--- src/rtl/mem_fault_status.sv ---
module mem_fault_status #(
  parameter int ADDR_W  = 32,
  parameter bit HAS_FPU = 1'b1
) (
  input  logic              clk,
  input  logic              rst_n,
  input  logic              ev_ifetch,
  input  logic              ev_data,
  input  logic [ADDR_W-1:0] ev_data_addr,
  input  logic              ev_stack,
  input  logic              ev_unstack,
  input  logic              ev_lazyfp,
  input  logic              reg_wr,
  input  logic              reg_sel,
  input  logic [ADDR_W-1:0] reg_wdata,
  output logic [ADDR_W-1:0] reg_rdata
);
  localparam logic [7:0] LIVE = HAS_FPU ? 8'hBB : 8'h9B;

  logic [7:0]        stat_q;
  logic [ADDR_W-1:0] addr_q;
  logic [7:0]        set_v, clr_v;

  assign set_v = {ev_data, 1'b0, ev_lazyfp & HAS_FPU, ev_stack, ev_unstack,
                  1'b0, ev_data, ev_ifetch};
  assign clr_v = (reg_wr && !reg_sel) ? reg_wdata[7:0] : 8'h00;

  always_ff @(posedge clk or negedge rst_n) begin
    if (!rst_n) begin
      stat_q <= '0;
      addr_q <= '0;
    end else begin
      stat_q <= ((stat_q & ~clr_v) | set_v) & LIVE;
      if (ev_data)
        addr_q <= ev_data_addr;
      else if (reg_wr && reg_sel)
        addr_q <= reg_wdata;
    end
  end

  assign reg_rdata = reg_sel ? addr_q : {{(ADDR_W-8){1'b0}}, stat_q};

  p_data_capture_r2: assert property (@(posedge clk) disable iff (!rst_n)
    ev_data |=> (stat_q[1] && stat_q[7] && addr_q == $past(ev_data_addr)));

  p_addr_hold_r3: assert property (@(posedge clk) disable iff (!rst_n)
    (!ev_data && !(reg_wr && reg_sel)) |=> $stable(addr_q));

  p_sticky_r7: assert property (@(posedge clk) disable iff (!rst_n)
    (stat_q[0] && !(reg_wr && !reg_sel && reg_wdata[0])) |=> stat_q[0]);

  p_rsvd_zero_r9: assert property (@(posedge clk) disable iff (!rst_n)
    (stat_q[2] == 1'b0 && stat_q[6] == 1'b0));

  p_event_wins_r10: assert property (@(posedge clk) disable iff (!rst_n)
    (ev_unstack && reg_wr && !reg_sel && reg_wdata[3]) |=> stat_q[3]);

  p_valid_clear_r8: assert property (@(posedge clk) disable iff (!rst_n)
    (reg_wr && !reg_sel && reg_wdata == 32'h80 && !ev_data) |=>
      (!stat_q[7] && stat_q[5:0] == $past(stat_q[5:0] | set_v[5:0])));

  generate
    if (!HAS_FPU) begin : g_nofp
      p_nofp_r6: assert property (@(posedge clk) disable iff (!rst_n)
        stat_q[5] == 1'b0);
    end
  endgenerate
endmodule

--- config.mk ---
export PLATFORM = sky130hd
export DESIGN_NAME = mem_fault_status
export DESIGN_NICKNAME = d
export VERILOG_FILES = /design/src/rtl/mem_fault_status.sv
export SDC_FILE = /design/constraint.sdc
export NUM_CORES = 1
export LEC_CHECK = 0
export BUFFER_PORTS_ARGS = -buffer_cell sky130_fd_sc_hd__buf_2
export CORE_UTILIZATION = 48
export DETAILED_ROUTE_END_ITERATION = 10
export PLACE_DENSITY_LB_ADDON = 0.3
export SLEW_MARGIN = 40
export SYNTH_ARGS = -nofsm -noshare
export SYNTH_HDL_FRONTEND = slang
export SYNTH_SLANG_ARGS = --single-unit
export TNS_END_PERCENT = 1
--- constraint.sdc ---
create_clock -name clk -period 0.9 [get_ports clk]
set_input_delay 0.045 -clock clk [delete_from_list [all_inputs] [get_ports clk]]
set_output_delay 0.045 -clock clk [all_outputs]
set_load 0.02 [all_outputs]
==> results.json <==
{
  "dp_cells": 392,
  "max-clock-path-buffers": 2,
  "cp-start-kind": "register",
  "grt_pass1_wl_um": 10310,
  "worst_pin_slew_ns": 0.5609,
  "viasPerCell": 5.172,
  "status": "complete, but fails checks",
  "avgSynthCellArea_sq_um": 10.37,
  "wl_um": 6567,
  "synth_top_cell_area_share_pct": 38.68,
  "violations": "negative setup slack",
  "netlist_instances": 237,
  "synthArstFlopShare_pct": 100.0,
  "power_frac_seq_pct": 42.7,
  "fin_ws_ns": -0.2427,
  "comb_power_share_pct": 30.3,
  "drtAntennaViolNets": 0,
  "leakage_uw": 0.001671,
  "hold_slack_ns": 0.002726,
  "maxSlewViolCount": 0,
  "worst-endpoint-required_ns": 0.85,
  "final_util_pct": 73.92,
  "cts-root-buf": "clkbuf_8",
  "min_path_type": "primary input to register",
  "final_common_cell": "buf_2",
  "grt_pass1_vias": 2265,
  "pin_count": 105,
  "yosys.area.top_type": "dfrtp_1",
  "cts_made_buffers": 5,
  "cap_violations": 0,
  "drtPass1Iterations": 4,
  "die_height_um": 73.57,
  "gp_congestion": 0.7489,
  "rsz0062_at_grt": "yes",
  "timing.final.crit_share_pct": 127.0,
  "drtIter0Drc": 102,
  "max_freq_ghz": 0.8751,
  "seq_area_frac_synth_pct": 38.68,
  "n_antenna_cell": 0,
  "yosysUniqueCellTypes": 17,
  "power.switching_uw": 1377,
  "setup_viol_count_final": 32,
  "ys.flop_type": "dfrtp_1",
  "port_buffers": 104,
  "die_w_um": 73.57,
  "final_cells": 435,
  "cts_htree_levels": 2,
  "clk_latency_ns": 0.29,
  "mostFrequentLayoutCells": "buf_2, dfrtp_1, dlygate4sd3_1",
  "track_usage_pct": 25.31,
  "hold_viol_final": 0,
  "ys_warn_count": 0,
  "tritoncts": "yes",
  "core_sq_um": 4817,
  "worstPathMaxFanout": 2,
  "grt_antenna_before_repair": 0,
  "layout-drive-gt1-share_pct": 44.02,
  "drc": 0,
  "rows": 25,
  "syn_to_final_growth_pct": 44.83,
  "synth_nets": 310,
  "peakVddDrop_v": 0.001097,
  "final_nets": 440,
  "yosys-top-cells-area": "dfrtp_1, o311ai_2, nand4b_1",
  "critical_path_arrival_ns": 1.10,
  "synth_area_sq_um": 2459,
  "final.min_clock_period_ns": 1.143,
  "finalClockSkew_ns": 0,
  "dieArea_sq_um": 5413,
  "p_int_uw": 3194,
  "preCtsSetupSlack_ns": -0.1038,
  "initial_core_util_pct": 51.04,
  "path_clk_slew_ns": 0.08,
  "slew_headroom_pct": 62.60,
  "overflow": 0,
  "end_kind": "output port",
  "hp-start": "ev_data_addr[25]",
  "critPathLaunch": "stat_q[5]",
  "path_class": "register to output port",
  "synth_enable_flop_cells": 0,
  "swShare_pct": 30.13,
  "r2r_start": "addr_q[7]",
  "cts_num_sinks": 38,
  "power_density_nw_per_um2": 1284,
  "grt_max_degree": 52,
  "ys_seq_elements": 38,
  "num_vias": 2250,
  "routedWlPerCell_um": 15.10,
  "p_clk_share_pct": 27.0,
  "dp_hpwl_um": 3890
}
## critical path, cell delays in order, from the launching register on
cell,delay (ns)
dfrtp_1,0.39
mux2_2,0.28
buf_6,0.13
## synthesized netlist by cell type, types with 5 or more instances
cell type	number
mux2_2	6
o311ai_2	30
and2_1	26
buf_2	10
buf_6	5
nand3b_1	6
dfrtp_1	38
clkbuf_1	7
nand4b_1	32
a21o_1	6
inv_1	32
nand2_1	32
## sequential cells by signal (all words and copies together), names as in the netlist
signal	count
stat_q	6
addr_q	32
## cell families after synthesis
logic type | Yosys count | share of synthesized area [%]
AOI/OAI and AO/OA | 38 | 22.39
buffers and inverters | 58 | 11.09
and+or+nand+nor | 97 | 25.09
DFF | 38 | 38.68
muxes | 6 | 2.748
## path summary, 6_finish.rpt
kind	endpoint	slack (ns)	cells after the start
hold reg to reg	stat_q[0]	0.48	1
min in group asynchronous	addr_q[11]	0.24	3
hold / removal	addr_q[25]	0.003	3
setup / recovery	reg_rdata[5]	-0.24	2
max in group asynchronous	addr_q[3]	0.47	3
setup reg to reg	addr_q[7]	0.05	3
## per-layer routing
metal,global-route usage (%),share of wire [%],up-vias
met3,5.213,4.7,11
met1,30.92,43,1066
met4,10.04,2.0,0
met2,43.53,50,79
li1,-,-,1094
met5,0,0,-
## timing repair
action	in CTS	in global routing
cloned	0	0
pin swaps	0	1
hold buffers	33	0
buffers inserted	1	1
endpoints found under the hold margin	70	0
endpoints found under the setup margin	32	32
resized for setup	7	16
## power by group through the flow
stage          combinational, uW  clock (uW)  sequential [uW]
6_report                    1390        1230             1950
4_1_cts                     1330        1250             1950
3_5_place_dp                1180           0             1980
3_3_place_gp                1150           0             1980
2_1_floorplan                774           0             1950
5_1_grt                     1500        1310             1970
## final cells by class
type	instances	area, sq um
tap	67	83.83
clock buffer	7	86.33
clock inverter	1	5.005
inverter	32	120.1
sequential	38	950.9
timing repair buffer	149	1056
fill	385	1256
multi-input combinational	141	1259
## through the flow
stage          TNS [ns]  total power [uW]  area (sq um)
2_1_floorplan         0              2726          2459
3_3_place_gp     -1.338              3132          3050
3_5_place_dp     -2.039              3156          3050
4_1_cts          -4.738              4521          3502
5_1_grt          -5.671              4782          3561
6_report         -4.497              4571          3561
Power figures use the tool's default switching activity.
